[src/rtl/vec_stride_agu.sv]
module vec_stride_agu #(
  parameter int AW        = 16,
  parameter int DW        = 32,
  parameter int BANK_BITS = 4,
  parameter int BUSY      = 4,
  parameter int LAT       = 12,
  parameter int MAXVL     = 64
) (
  input  logic                   clk,
  input  logic                   rst_n,
  input  logic                   start,
  input  logic [AW-1:0]          base,
  input  logic [AW-1:0]          stride,
  input  logic [$clog2(MAXVL+1)-1:0] vlen,
  output logic                   mem_vld,
  output logic [BANK_BITS-1:0]   mem_bank,
  output logic [AW-BANK_BITS-1:0] mem_row,
  output logic [$clog2(MAXVL)-1:0] mem_elem,
  input  logic [DW-1:0]          mem_rdata,
  output logic                   rsp_vld,
  output logic [$clog2(MAXVL)-1:0] rsp_idx,
  output logic [DW-1:0]          rsp_data,
  output logic                   done
);
  localparam int NB  = 1 << BANK_BITS;
  localparam int VLW = $clog2(MAXVL+1);
  localparam int IW  = $clog2(MAXVL);
  localparam int TW  = $clog2(BUSY+1);
  localparam logic [TW-1:0]  RELOAD = TW'(BUSY-1);
  localparam logic [VLW-1:0] VLMAX  = VLW'(MAXVL);

  logic            act;
  logic [VLW-1:0]  len_q, idx_q;
  logic [AW-1:0]   addr_q, step_q;
  logic [TW-1:0]   tmr [NB];
  logic [LAT-1:0]  pv;
  logic [IW-1:0]   pidx [LAT];

  wire [BANK_BITS-1:0] cur_bank = addr_q[BANK_BITS-1:0];
  wire bank_free = (tmr[cur_bank] == '0);
  wire go        = act && (idx_q != len_q) && bank_free;
  wire accept    = start && !act;
  wire [VLW-1:0] len_in = (vlen > VLMAX) ? VLMAX : vlen;
  wire last_rsp  = act && pv[LAT-1] && (VLW'(pidx[LAT-1]) == len_q - VLW'(1));

  genvar b;
  generate
    for (b = 0; b < NB; b++) begin : g_bank
      always_ff @(posedge clk) begin
        if (!rst_n)                                tmr[b] <= '0;
        else if (go && cur_bank == BANK_BITS'(b))  tmr[b] <= RELOAD;
        else if (tmr[b] != '0)                     tmr[b] <= tmr[b] - TW'(1);
      end
    end
  endgenerate

  always_ff @(posedge clk) begin
    if (!rst_n) begin
      act    <= 1'b0;
      len_q  <= '0;
      idx_q  <= '0;
      addr_q <= '0;
      step_q <= '0;
    end else if (accept) begin
      act    <= (len_in != '0);
      len_q  <= len_in;
      idx_q  <= '0;
      addr_q <= base;
      step_q <= stride;
    end else begin
      if (go) begin
        addr_q <= addr_q + step_q;
        idx_q  <= idx_q + VLW'(1);
      end
      if (last_rsp) act <= 1'b0;
    end
  end

  always_ff @(posedge clk) begin
    if (!rst_n) begin
      mem_vld  <= 1'b0;
      mem_bank <= '0;
      mem_row  <= '0;
      mem_elem <= '0;
    end else begin
      mem_vld <= go;
      if (go) begin
        mem_bank <= cur_bank;
        mem_row  <= addr_q[AW-1:BANK_BITS];
        mem_elem <= idx_q[IW-1:0];
      end
    end
  end

  genvar s;
  generate
    for (s = 0; s < LAT; s++) begin : g_lat
      always_ff @(posedge clk) begin
        if (!rst_n) begin
          pv[s]   <= 1'b0;
          pidx[s] <= '0;
        end else if (s == 0) begin
          pv[s]   <= mem_vld;
          pidx[s] <= mem_elem;
        end else begin
          pv[s]   <= pv[(s == 0) ? 0 : s-1];
          pidx[s] <= pidx[(s == 0) ? 0 : s-1];
        end
      end
    end
  endgenerate

  always_ff @(posedge clk) begin
    if (!rst_n) begin
      rsp_vld  <= 1'b0;
      rsp_idx  <= '0;
      rsp_data <= '0;
      done     <= 1'b0;
    end else begin
      rsp_vld <= pv[LAT-1];
      if (pv[LAT-1]) begin
        rsp_idx  <= pidx[LAT-1];
        rsp_data <= mem_rdata;
      end
      done <= last_rsp || (accept && len_in == '0);
    end
  end

  AST_BANK_GAP: assert property (@(posedge clk) disable iff (!rst_n)
    mem_vld |=> !(mem_vld && mem_bank == $past(mem_bank)));
  AST_ISSUE_ORDER: assert property (@(posedge clk) disable iff (!rst_n)
    mem_vld |=> (!mem_vld || mem_elem == $past(mem_elem) + IW'(1)));
  AST_RSP_ORDER: assert property (@(posedge clk) disable iff (!rst_n)
    rsp_vld |=> (!rsp_vld || rsp_idx == $past(rsp_idx) + IW'(1)));
  AST_DONE_PULSE: assert property (@(posedge clk) disable iff (!rst_n)
    done |=> !done);
  AST_ZERO_LEN: assert property (@(posedge clk) disable iff (!rst_n)
    (start && !act && vlen == '0) |=> (done && !mem_vld));
  AST_IDLE_QUIET: assert property (@(posedge clk) disable iff (!rst_n)
    !act |-> !mem_vld);
endmodule

[config.mk]
export PLATFORM = sky130hd
export DESIGN_NAME = vec_stride_agu
export DESIGN_NICKNAME = d
export VERILOG_FILES = /design/src/rtl/vec_stride_agu.sv
export SDC_FILE = /design/constraint.sdc
export NUM_CORES = 1
export LEC_CHECK = 0
export BUFFER_PORTS_ARGS = -buffer_cell sky130_fd_sc_hd__buf_2
export CORE_ASPECT_RATIO = 1.2
export CORE_MARGIN = 1.5
export CORE_UTILIZATION = 42
export DETAILED_ROUTE_END_ITERATION = 8
export SETUP_SLACK_MARGIN = 0.5
export SLEW_MARGIN = 20
export SYNTH_ARGS = -nofsm -noshare
export SYNTH_HDL_FRONTEND = slang
export SYNTH_SLANG_ARGS = --single-unit
[constraint.sdc]
create_clock -name clk -period 7.8 [get_ports clk]
set_input_delay 0.39 -clock clk [delete_from_list [all_inputs] [get_ports clk]]
set_output_delay 0.39 -clock clk [all_outputs]
set_load 0.005 [all_outputs]
==> run summary <==
The number of nets in the layout was 1287; the top-level port count was 137. Synthesis produced a netlist with a net count of 1170. The worst setup path is captured at a flip-flop. The count of flip-flops with a built-in enable after synthesis is 48. The run finished with clean final reports. Entering global routing, the biggest net connects 98 pins.

After detailed routing, the number of remaining DRC violations is 0. The max-slew violation count came out at 0. Summed over all layers, the routed wires come to 22100 um. In the layout the commonest cells are 197 x dfxtp_1, 135 x buf_2, 92 x nor2_1, 89 x and2_1, 75 x nand2_1.

The path class of the tightest hold or removal check is in2reg. Top routing layer in use: met4. The average cell area after synthesis is 10.1 um^2, and the upper clock frequency limit is 322 MHz. Data on the critical path arrives at its endpoint at 3.32 ns. The final worst-path setup slack came out at 4.69 ns. In this run the worst path has a maximum fanout of 37. At the pin with the least slew margin, the transition time is 0.819 ns. The placement row count is 63, and the delay of the slowest critical-path stage is 0.66 ns. The register clock-pin slew on the reported worst setup and hold paths is 0.06 ns. The detail-routed net length per standard cell works out to 14.7 um. The length of routed wiring on met1 is 9700 um. Across the VDD grid, the largest voltage drop is 0.000165 V.

Detailed placement finished with a half-perimeter wire length of 15500 um. Clock tree synthesis inserted a total of 26 buffers. The logs give 0.428 for the initial core utilization and 0 for the total of max-cap violations. The repair_antennas step left the layout with diodes totalling 0.

First-pass GRT wire length: 35100 um. The logs give 0.451 for the headroom to the max-slew limit and 0.787 for the final weighted congestion in routability-driven placement. The setup-violating endpoint count in the final report is 0.

The logs give 246 for the number of sinks handled by clock tree synthesis and 0.0106 mm^2 for the synthesized cell area. The routed layout has 7450 vias. The share of flip-flops with an asynchronous set or reset after synthesis is 0. After detailed routing, the number of vias per cell comes to 4.95. Excluding fillers, the count of instances in the completed layout stands at 1506. Layout overhead on the synthesized area: 17.3%. The post-route fraction of the period consumed by the critical path is 0.398, and the residual antenna-violating net count after detailed routing is 0. The run gives 0 as the count of synthesis-stage warnings from yosys. For the summed negative setup slack over all endpoints, the log shows 0 ns. The synthesized instance count is 1046, and the routed wire length on met2 is 10800 um.

The worst setup path is of the reg2reg kind. In this run the static leakage power is 5.05 nW. In this run the clock root is driven by a clkbuf_16.

The buffer count from post-CTS setup fixing was 0. Counting distinct cell types in the post-synthesis netlist gives 56. For this run the aggregate overflow at the end of global routing stands at 0. The dominant register cell in the synthesized netlist was dfxtp_1.

The die width is 148 um, and the clock skew after layout is 0.0282 ns. Prior to clock tree synthesis, the placed netlist has a worst setup slack of 4.67 ns. The number of buffer and inverter stages on the critical path came out at 1. In this run the power density over the cells is 284 mW/mm^2. The floorplan step defined a core boundary enclosing 0.0248 mm^2. The slowest stage of the critical path belongs to the cell dfxtp_1. For the share of synthesized area occupied by flip-flops and latches, the log shows 0.511. The die is 177 um tall.

Post-CTS repair changed the size of 0 cells. After layout, the minimum clock period comes to 3.11 ns. The number of buffers added on ports is 136, and the source-to-sink clock delay at the later pin of the worst-skew pair is 0.52 ns. STA classifies the critical path startpoint as a flip-flop. The total global routing track utilization was 0.167. The proportion of layout cells with a drive suffix above 1 is 0.171, and the met3 wire length is 1160 um. The number of cells in the design after placement is 1460. Via count of the first global-routing pass: 7068. Leaving out fill and tap cells, the most frequent cell in the layout is dfxtp_1. Final count of hold timing violations: 0.

In this run, synthesis produced a sequential element count of 246. TritonCTS built the clock tree. The critical path goes through nor4b_1, nor4_1, nor4_2, o21a_2, buf_4, nand3_2, nor3_2, nand3b_1. The number of antenna violations at the first check in global routing came out at 0. Setup repair after global routing left no endpoint under its margin. The tools report the deepest level of the CTS H-tree as 1. Hold repair after CTS inserted 0 buffers. Worst path required time: 8.02 ns. The floorplan step defined a die boundary enclosing 0.0262 mm^2. The first-iteration detailed-routing DRC count was 240. Maximum count of clock buffers along a single path: 3. Top cell family by delay on the critical path: simple AND/OR/NAND/NOR gates. For this run, the detailed router's first-pass iteration total came to 4.
==> state kept, by name, summed over array words and instances (netlist names), named ones only <==
name,flops
pidx,72
mem_row,12
len_q,7
step_q,16
rsp_vld,1
pv,12
mem_bank,4
tmr,48
act,1
mem_vld,1
done,1
rsp_data,32
idx_q,7
rsp_idx,6
addr_q,16
mem_elem,6
==> worst register-to-register path: cells and delay by family (launching register included) <==
family	cells	cell delay, ns
compound gates	1	0.18
flops	1	0.66
buf+inv	1	0.48
simple gates	6	1.47
==> cell families (layout without fill, tap and decap cells) <==
family                     Yosys count  count (layout)  synth area share
xor gates and xnor gates            26              26            0.0215
and+or+nand+nor                    395             395             0.205
muxes                               59              59            0.0559
adders and majority gates           50              50            0.0598
DFF                                246             246             0.511
buffers and inverters              110             245            0.0421
AOI/OAI and AO/OA                  160             160             0.105
==> where the power goes <==
group | switching, W | leakage [nW] | total [W] | internal [W]
logic | 0.000362 | 2.45 | 0.000660 | 0.000298
clock network | 0.000489 | 0.458 | 0.00129 | 0.000799
registers | 0.000101 | 2.14 | 0.00158 | 0.00148
total | 0.000952 | 5.05 | 0.00353 | 0.00258
==> per-stage QoR <==
stage          instance area, um^2  power [W]  hold slack [ns]   util
6_report                     12400    0.00353            0.111  0.502
5_1_grt                      12400    0.00375           0.0985  0.502
4_1_cts                      12400    0.00358           0.0862  0.502
3_5_place_dp                 11500    0.00228            0.418  0.465
3_3_place_gp                 11500    0.00227            0.413  0.465
2_1_floorplan                10600    0.00210            0.412      -
==> synthesized netlist by cell type, drive strengths merged (3+ instances only) <==
library cell / number / share of area
a211o: 3 / 0.0025
a211oi: 8 / 0.0057
a21boi: 26 / 0.018
a21oi: 26 / 0.012
a311oi: 6 / 0.0050
and2: 89 / 0.053
and2b: 3 / 0.0021
buf: 15 / 0.0083
clkbuf: 39 / 0.014
dfxtp: 198 / 0.37
edfxtp: 48 / 0.14
ha: 49 / 0.058
inv: 55 / 0.020
mux2i: 58 / 0.055
nand2: 75 / 0.027
nand2b: 7 / 0.0041
nand3: 6 / 0.0033
nand3b: 13 / 0.0092
nand4: 3 / 0.0032
nor2: 92 / 0.033
nor2b: 43 / 0.025
nor3: 13 / 0.0071
nor3b: 6 / 0.0043
nor4: 13 / 0.010
nor4b: 19 / 0.016
o211a: 3 / 0.0028
o211ai: 15 / 0.011
o21a: 36 / 0.026
o21ai: 22 / 0.011
o31ai: 5 / 0.0035
or3: 9 / 0.0053
xnor2: 16 / 0.013
xor2: 10 / 0.0083
==> worst paths after layout <==
kind	start	end	slack, ns	cells after the start
hold reg to reg	pidx[0][3]	pidx[0][9]	0.43	1
setup reg to reg	flip-flop	tmr[12][0]	4.69	8
hold / removal	stride[10]	step_q[10]	0.11	3
setup / recovery	flip-flop	tmr[12][0]	4.69	8
==> layer usage <==
layer	up-vias	GRT usage
li1	3808	-
met1	3448	0.204
met2	159	0.301
met3	35	0.0294
met4	0	0.0454
met5	-	0
==> area by class of cell <==
cell class,count,area [um^2]
multi-input combinational,690,4740
clock inverter,11,140
timing repair buffer,143,736
inverter,56,210
fill,2356,12300
sequential,246,5410
tap,325,407
clock buffer,35,778
Note: power is estimated with default switching activity, not from simulation.
